`config.mk`:
```
export PLATFORM = sky130hd
export DESIGN_NAME = icache_valid_seq
export DESIGN_NICKNAME = d
export VERILOG_FILES = /design/src/rtl/icv_pkg.sv /design/src/rtl/icv_req_merge.sv /design/src/rtl/icv_walker.sv /design/src/rtl/icv_valid_array.sv /design/src/rtl/icache_valid_seq.sv
export SDC_FILE = /design/constraint.sdc
export NUM_CORES = 2
export LEC_CHECK = 0
export BUFFER_PORTS_ARGS = -buffer_cell sky130_fd_sc_hd__buf_2
export CELL_PAD_IN_SITES_DETAIL_PLACEMENT = 0
export CELL_PAD_IN_SITES_GLOBAL_PLACEMENT = 2
export CORE_MARGIN = 3
export CORE_UTILIZATION = 34
export CTS_BUF_LIST = sky130_fd_sc_hd__clkbuf_16
export CTS_CLUSTER_DIAMETER = 40
export DETAILED_ROUTE_END_ITERATION = 16
export PLACE_DENSITY_LB_ADDON = 0.08
export REMOVE_ABC_BUFFERS = 1
export SLEW_MARGIN = 20
export SYNTH_ARGS = -nofsm -noshare
export SYNTH_HDL_FRONTEND = slang
export SYNTH_HIERARCHICAL = 1
export SYNTH_SLANG_ARGS = --single-unit
```
`constraint.sdc`:
```
create_clock -name clk -period 2.9 [get_ports clk]
set_input_delay 0.58 -clock clk [delete_from_list [all_inputs] [get_ports clk]]
set_output_delay 0.58 -clock clk [all_outputs]
set_load 0.03 [all_outputs]
```
`src/rtl/icv_pkg.sv`:
```
package icv_pkg;
    localparam int CTL_W         = 32;
    localparam int CTL_INV_ALL   = 24;
    localparam int CTL_LINE_INH  = 28;
    localparam int CTL_ENABLE    = 31;

    typedef enum logic {
        WK_IDLE = 1'b0,
        WK_RUN  = 1'b1
    } walk_st_e;
endpackage

```
`src/rtl/icv_req_merge.sv`:
```
module icv_req_merge
    import icv_pkg::*;
#(
    parameter int ADDR_W  = 32,
    parameter int IDX_W   = 9,
    parameter int IDX_LSB = 4
) (
    input  logic              clk,
    input  logic              rst_n,
    input  logic              ctl_we,
    input  logic [CTL_W-1:0]  ctl_wdata,
    input  logic              dbg_inv_all,
    input  logic              core_line_req,
    input  logic [ADDR_W-1:0] core_line_addr,
    input  logic              dbg_line_req,
    input  logic [ADDR_W-1:0] dbg_line_addr,
    input  logic              walking,
    output logic [CTL_W-1:0]  ctl_q,
    output logic              start_walk,
    output logic              clr0_en,
    output logic [IDX_W-1:0]  clr0_idx,
    output logic              clr1_en,
    output logic [IDX_W-1:0]  clr1_idx
);
    typedef struct packed {
        logic [CTL_W-1:0] ctl;
    } merge_st_t;

    merge_st_t st_d, st_q;
    logic full_any;
    logic line_ok;

    always_comb begin
        st_d     = st_q;
        full_any = (ctl_we && ctl_wdata[CTL_INV_ALL]) || dbg_inv_all;
        if (ctl_we) begin
            st_d.ctl               = ctl_wdata;
            st_d.ctl[CTL_INV_ALL]  = 1'b0;
        end
        start_walk = full_any && !walking;
        line_ok    = !walking && !full_any && !st_q.ctl[CTL_LINE_INH];
        clr0_en    = line_ok && core_line_req;
        clr1_en    = line_ok && dbg_line_req;
        clr0_idx   = core_line_addr[IDX_LSB +: IDX_W];
        clr1_idx   = dbg_line_addr[IDX_LSB +: IDX_W];
    end

    always_ff @(posedge clk or negedge rst_n) begin
        if (!rst_n) st_q <= '0;
        else        st_q <= st_d;
    end

    assign ctl_q = st_q.ctl;


    line_inhibit_chk: assert property (@(posedge clk) disable iff (!rst_n)
        (clr0_en || clr1_en) |-> !ctl_q[CTL_LINE_INH]);


    full_over_line_chk: assert property (@(posedge clk) disable iff (!rst_n)
        dbg_inv_all |-> !(clr0_en || clr1_en));
endmodule

```
`src/rtl/icv_walker.sv`:
```
module icv_walker
    import icv_pkg::*;
#(
    parameter int DEPTH = 512,
    parameter int IDX_W = $clog2(DEPTH)
) (
    input  logic             clk,
    input  logic             rst_n,
    input  logic             start,
    output logic             active,
    output logic             clr_en,
    output logic [IDX_W-1:0] clr_idx
);
    localparam logic [IDX_W-1:0] LAST = IDX_W'(DEPTH - 1);

    typedef struct packed {
        walk_st_e         st;
        logic [IDX_W-1:0] ptr;
    } walk_t;

    walk_t wk_d, wk_q;

    always_comb begin
        wk_d = wk_q;
        unique case (wk_q.st)
            WK_IDLE: begin
                if (start) begin
                    wk_d.st  = WK_RUN;
                    wk_d.ptr = '0;
                end
            end
            WK_RUN: begin
                if (wk_q.ptr == LAST) begin
                    wk_d.st  = WK_IDLE;
                    wk_d.ptr = '0;
                end else begin
                    wk_d.ptr = wk_q.ptr + 1'b1;
                end
            end
            default: wk_d = '0;
        endcase
    end

    always_ff @(posedge clk or negedge rst_n) begin
        if (!rst_n) wk_q <= '0;
        else        wk_q <= wk_d;
    end

    assign active  = (wk_q.st == WK_RUN);
    assign clr_en  = active;
    assign clr_idx = wk_q.ptr;


    walk_step_chk: assert property (@(posedge clk) disable iff (!rst_n)
        (active && clr_idx != LAST) |=> (active && clr_idx == $past(clr_idx) + 1'b1));


    walk_end_chk: assert property (@(posedge clk) disable iff (!rst_n)
        (active && clr_idx == LAST) |=> !active);


    walk_origin_chk: assert property (@(posedge clk) disable iff (!rst_n)
        $rose(active) |-> clr_idx == '0);
endmodule

```
`src/rtl/icv_valid_array.sv`:
```
module icv_valid_array #(
    parameter int DEPTH = 512,
    parameter int IDX_W = $clog2(DEPTH)
) (
    input  logic             clk,
    input  logic             rst_n,
    input  logic             walk_clr_en,
    input  logic [IDX_W-1:0] walk_clr_idx,
    input  logic             clr0_en,
    input  logic [IDX_W-1:0] clr0_idx,
    input  logic             clr1_en,
    input  logic [IDX_W-1:0] clr1_idx,
    input  logic             fill_en,
    input  logic [IDX_W-1:0] fill_idx,
    input  logic [IDX_W-1:0] look_idx,
    output logic             look_valid
);
    logic [DEPTH-1:0] valid_d, valid_q;

    always_comb begin
        valid_d = valid_q;
        if (fill_en)     valid_d[fill_idx]     = 1'b1;
        if (walk_clr_en) valid_d[walk_clr_idx] = 1'b0;
        if (clr0_en)     valid_d[clr0_idx]     = 1'b0;
        if (clr1_en)     valid_d[clr1_idx]     = 1'b0;
    end

    // Valid bits deliberately have no reset.
    always_ff @(posedge clk) begin
        valid_q <= valid_d;
    end

    assign look_valid = valid_q[look_idx];


    line_clear_chk: assert property (@(posedge clk) disable iff (!rst_n)
        clr0_en |=> !valid_q[$past(clr0_idx)]);


    walk_clear_chk: assert property (@(posedge clk) disable iff (!rst_n)
        walk_clr_en |=> !valid_q[$past(walk_clr_idx)]);


    fill_set_chk: assert property (@(posedge clk) disable iff (!rst_n)
        (fill_en && !walk_clr_en && !clr0_en && !clr1_en) |=> valid_q[$past(fill_idx)]);
endmodule

```
`src/rtl/icache_valid_seq.sv`:
```
module icache_valid_seq
    import icv_pkg::*;
#(
    parameter int ADDR_W  = 32,
    parameter int DEPTH   = 512,
    parameter int IDX_LSB = 4,
    parameter int IDX_W   = $clog2(DEPTH)
) (
    input  logic              clk,
    input  logic              rst_n,
    input  logic              ctl_we,
    input  logic [CTL_W-1:0]  ctl_wdata,
    output logic [CTL_W-1:0]  ctl_rdata,
    input  logic              dbg_inv_all,
    input  logic              core_line_req,
    input  logic [ADDR_W-1:0] core_line_addr,
    input  logic              dbg_line_req,
    input  logic [ADDR_W-1:0] dbg_line_addr,
    input  logic              fill_en,
    input  logic [IDX_W-1:0]  fill_idx,
    input  logic [IDX_W-1:0]  look_idx,
    output logic              look_valid,
    output logic              cache_en,
    output logic              fetch_stall
);
    localparam int RUN_W = $clog2(DEPTH + 2);

    logic [CTL_W-1:0] ctl_q;
    logic             start_walk;
    logic             walking;
    logic             walk_clr_en;
    logic [IDX_W-1:0] walk_clr_idx;
    logic             clr0_en, clr1_en;
    logic [IDX_W-1:0] clr0_idx, clr1_idx;

    icv_req_merge #(
        .ADDR_W (ADDR_W),
        .IDX_W  (IDX_W),
        .IDX_LSB(IDX_LSB)
    ) u_merge (
        .clk           (clk),
        .rst_n         (rst_n),
        .ctl_we        (ctl_we),
        .ctl_wdata     (ctl_wdata),
        .dbg_inv_all   (dbg_inv_all),
        .core_line_req (core_line_req),
        .core_line_addr(core_line_addr),
        .dbg_line_req  (dbg_line_req),
        .dbg_line_addr (dbg_line_addr),
        .walking       (walking),
        .ctl_q         (ctl_q),
        .start_walk    (start_walk),
        .clr0_en       (clr0_en),
        .clr0_idx      (clr0_idx),
        .clr1_en       (clr1_en),
        .clr1_idx      (clr1_idx)
    );

    icv_walker #(
        .DEPTH(DEPTH),
        .IDX_W(IDX_W)
    ) u_walker (
        .clk    (clk),
        .rst_n  (rst_n),
        .start  (start_walk),
        .active (walking),
        .clr_en (walk_clr_en),
        .clr_idx(walk_clr_idx)
    );

    icv_valid_array #(
        .DEPTH(DEPTH),
        .IDX_W(IDX_W)
    ) u_valid (
        .clk         (clk),
        .rst_n       (rst_n),
        .walk_clr_en (walk_clr_en),
        .walk_clr_idx(walk_clr_idx),
        .clr0_en     (clr0_en),
        .clr0_idx    (clr0_idx),
        .clr1_en     (clr1_en),
        .clr1_idx    (clr1_idx),
        .fill_en     (fill_en && !walking),
        .fill_idx    (fill_idx),
        .look_idx    (look_idx),
        .look_valid  (look_valid)
    );

    always_comb begin
        ctl_rdata              = ctl_q;
        ctl_rdata[CTL_INV_ALL] = walking;
    end

    assign cache_en    = ctl_q[CTL_ENABLE];
    assign fetch_stall = walking;

    // Length of the current stall run, used by the window check below.
    logic [RUN_W-1:0] run_d, run_q;
    always_comb begin
        run_d = fetch_stall ? run_q + 1'b1 : '0;
    end
    always_ff @(posedge clk or negedge rst_n) begin
        if (!rst_n) run_q <= '0;
        else        run_q <= run_d;
    end


    stall_window_chk: assert property (@(posedge clk) disable iff (!rst_n)
        run_q <= RUN_W'(DEPTH));


    stall_full_len_chk: assert property (@(posedge clk) disable iff (!rst_n)
        $fell(fetch_stall) |-> run_q == RUN_W'(DEPTH));


    stall_cause_chk: assert property (@(posedge clk) disable iff (!rst_n)
        $rose(fetch_stall) |-> $past(start_walk));


    enable_hold_chk: assert property (@(posedge clk) disable iff (!rst_n)
        !ctl_we |=> $stable(cache_en));
endmodule

```
==> Implementation_results.wiki <==
{| class="wikitable"
! Metric !! Value
|-
| Result of the run || complete, but fails checks
|-
| Violated checks || setup timing
|-
| Vias post-DR || 33300
|-
| Root buffer cell || sky130_fd_sc_hd__clkbuf_16
|-
| Setup repair after global routing missed its margin || yes
|-
| Final Max Tran Viols || 0
|-
| Setup-violating endpoint count in the final report || 1
|-
| Final net count || approximately 3800
|-
| Layout cell share with drive strength beyond 1 || 0.225
|-
| Routing layer with the top usage in global route || met2
|-
| CTS Sinks || 553
|-
| Grt met2 use || 0.539
|-
| Congestion Overflow GR || 0
|-
| Mean post-synth cell area || 8.33 sq um
|-
| IO Pins || 156
|-
| Startpoint kind of the worst setup timing path || primary input
|-
| Final Wtd Congestion || 0.985
|-
| Cell count of the worst reg-to-reg path || 6
|-
| Met1 global-route usage || 0.477
|-
| Endpoint class of the critical path || output port
|-
| Count of routing violations after the opening detailed-route iteration || around 4300
|-
| DRC violations left || 0
|-
| PortBufs || roughly 110
|-
| Sum of buffers and inverters on the critical path || 6
|-
| Setup clock skew after layout || between 20 and 30 ps
|-
| Static leakage power || 12.8 nW
|-
| Die boundary width || approximately 300 microns
|-
| First-pass detailed-route iteration total || 7
|-
| Clock buffer count from CTS || 116
|-
| Area of combinational cells with multiple inputs || 16400 sq um
|-
| Cells traversed along the worst timing path || buf_8, buf_16, buf_4, mux2i_1, o221ai_1, a21oi_1, o21ai_0, buf_4, nand4_1, a211o_1, nand4_1, buf_4, buf_6
|-
| Area delta synth->final || 27.5%
|-
| Hpwl dp || 105 mm
|-
| Post-route fraction of the period consumed by the critical path || 1.33
|-
| Post-DRT Antenna Nets || 0
|-
| Wire length of the first global-routing pass || 238 mm
|-
| Worst-case clock buffer depth || 3
|-
| Worst R2R End || u_valid/valid_q[161]
|-
| Final worst-path setup slack || -967 ps
|-
| Number of core rows || 107
|-
| Critical Path End || look_valid
|-
| Global Route met3 Usage || 0.120
|-
| Most used cell along the critical path || sky130_fd_sc_hd__buf_4
|-
| Setup slack on the worst flop-to-flop path || 290 ps
|-
| Largest net degree at the start of global routing || between 40 and 50
|-
| TritonCTS clock tree || yes
|-
| Critical path startpoint || look_idx[0]
|-
| Number of stages on the worst setup path || 13
|-
| DP Worst Slack || -996 ps
|-
| Drt wl/cell || roughly 35 microns
|-
| Final hold violation count || 0
|-
| Area of all sequential standard cells || 11300 sq um
|-
| Clock insertion delay at the later pin of the skew report || 680 ps
|-
| Yosys Warn Count || 6
|-
| Die area || between 80000 and 90000 sq um
|-
| Max IR drop VDD || around 560 uV
|-
| Die height || between 200 and 300 microns
|-
| Via-to-Cell Ratio || 6.73
|-
| Longest individual stage delay on the worst path || approximately 370 ps
|-
| CP required || 2320 ps
|-
| Overall power consumption || approximately 0.026 W
|-
| Worst reg2reg startpoint || u_walker/active
|-
| Worst hold margin || roughly 45 ps
|-
| Total global-route track usage || 0.368
|-
| Layout fillers || 8378
|-
| Maximum fanout along the worst path || 15
|-
| Cts hold-fix bufs || 0
|-
| Slowest-stage cell, CP || sky130_fd_sc_hd__mux2i_1
|-
| Class of the tightest hold or removal check || in2async
|-
| Cell family with the largest share of critical-path delay || buffers and inverters
|-
| Number of instances in the synthesized netlist || between 3000 and 4000
|-
| Transition time of the tightest slew-check pin || roughly 1200 ps
|-
| Min Clock Period, post-route || 3870 ps
|-
| Initial cell density of the core || 0.344
|-
| Slew HR || 0.213
|-
| Number of antenna violations at the first check in global routing || 6
|-
| Number of levels the H-tree was split into || 3
|-
| Max-capacitance violation count || 0
|-
| Number of global-route vias before repair || approximately 32000
|-
| Clock transition at the register clock pins on the worst setup and hold paths after CTS || 50 ps
|-
| PwrDens || 683 nW/um^2
|-
| Setup Crit Path Kind || in2out
|-
| Total wire length after detailed routing || 173 mm
|-
| Max Freq || 0.259 GHz
|-
| Post-synthesis instance area || 29300 sq um
|-
| Core Area || 85300 sq um
|-
| CP Data Arrival Time || 3290 ps
|}
layout by cell type (no fill, tap or decap), types with 52 or more instances in the layout:
cell / count
sky130_fd_sc_hd__a21oi_1: 548
sky130_fd_sc_hd__o22ai_1: 538
sky130_fd_sc_hd__dfxtp_1: 509
sky130_fd_sc_hd__nor2_1: 335
sky130_fd_sc_hd__buf_4: 288
sky130_fd_sc_hd__nor3_1: 263
sky130_fd_sc_hd__a211oi_1: 256
sky130_fd_sc_hd__clkbuf_16: 120
sky130_fd_sc_hd__nand2_1: 117
sky130_fd_sc_hd__mux2i_1: 117
sky130_fd_sc_hd__buf_2: 105
sky130_fd_sc_hd__buf_12: 71
sky130_fd_sc_hd__mux4_2: 63
sky130_fd_sc_hd__o221ai_1: 52
power by group:
group	internal, W	switching [W]	total, W
combinational	0.00104	0.00283	0.00387
clock	0.00883	0.00480	0.0136
sequential	0.00781	0.000242	0.00805
total	0.0177	0.00787	0.0255
layer usage:
layer,wire (microns),up-vias,part of all wire
met3,21300,600,0.12
met2,72900,2524,0.42
met1,68400,16300,0.39
met5,80,-,0.00046
met4,10700,8,0.062
li1,-,13900,-
stage by stage:
step,cells,TNS (ps),utilization,area (sq um)
floorplan,3116,-39190,-,27400
global placement,4725,-960,0.390,33300
detailed placement,4725,-996,0.390,33300
CTS,4945,-879,0.437,37300
global route,4949,-1040,0.438,37400
finish,4951,-967,0.438,37400
how the worst min path moves through the flow:
stage	depth (start not counted)	slack, ps	endpoint	start
2_1_floorplan	0	280	u_merge/ctl_q[0]	rst_n
3_3_place_gp	1	480	u_merge/ctl_q[9]	u_merge/ctl_q[9]
3_5_place_dp	1	490	u_merge/ctl_q[20]	u_merge/ctl_q[20]
4_1_cts	1	50	u_merge/ctl_q[16]	rst_n
5_1_grt	1	110	u_merge/ctl_q[22]	rst_n
6_report	1	40	u_merge/ctl_q[9]	rst_n
layout make-up:
cell class                 count  area share
antenna                        2    0.000134
clock buffer                 120      0.0803
clock inverter               100      0.0267
inverter                       8    0.000803
multi-input combinational   2555       0.440
sequential                   553       0.302
tap                         1144      0.0383
timing repair buffer         469       0.112
state kept, by name (all words and copies together) (netlist names):
name	cells
u_merge/ctl_q	31
u_valid/valid_q	512
u_walker/active	1
u_walker/clr_idx	9
what timing repair did:
item | in CTS | in global routing
pin swaps | 7 | 4
resized for setup | 15 | 10
setup endpoints to repair | 1 | 1
hold endpoints to repair | 0 | 0
setup buffers | 0 | 4
(Power assumes the default switching activity.)
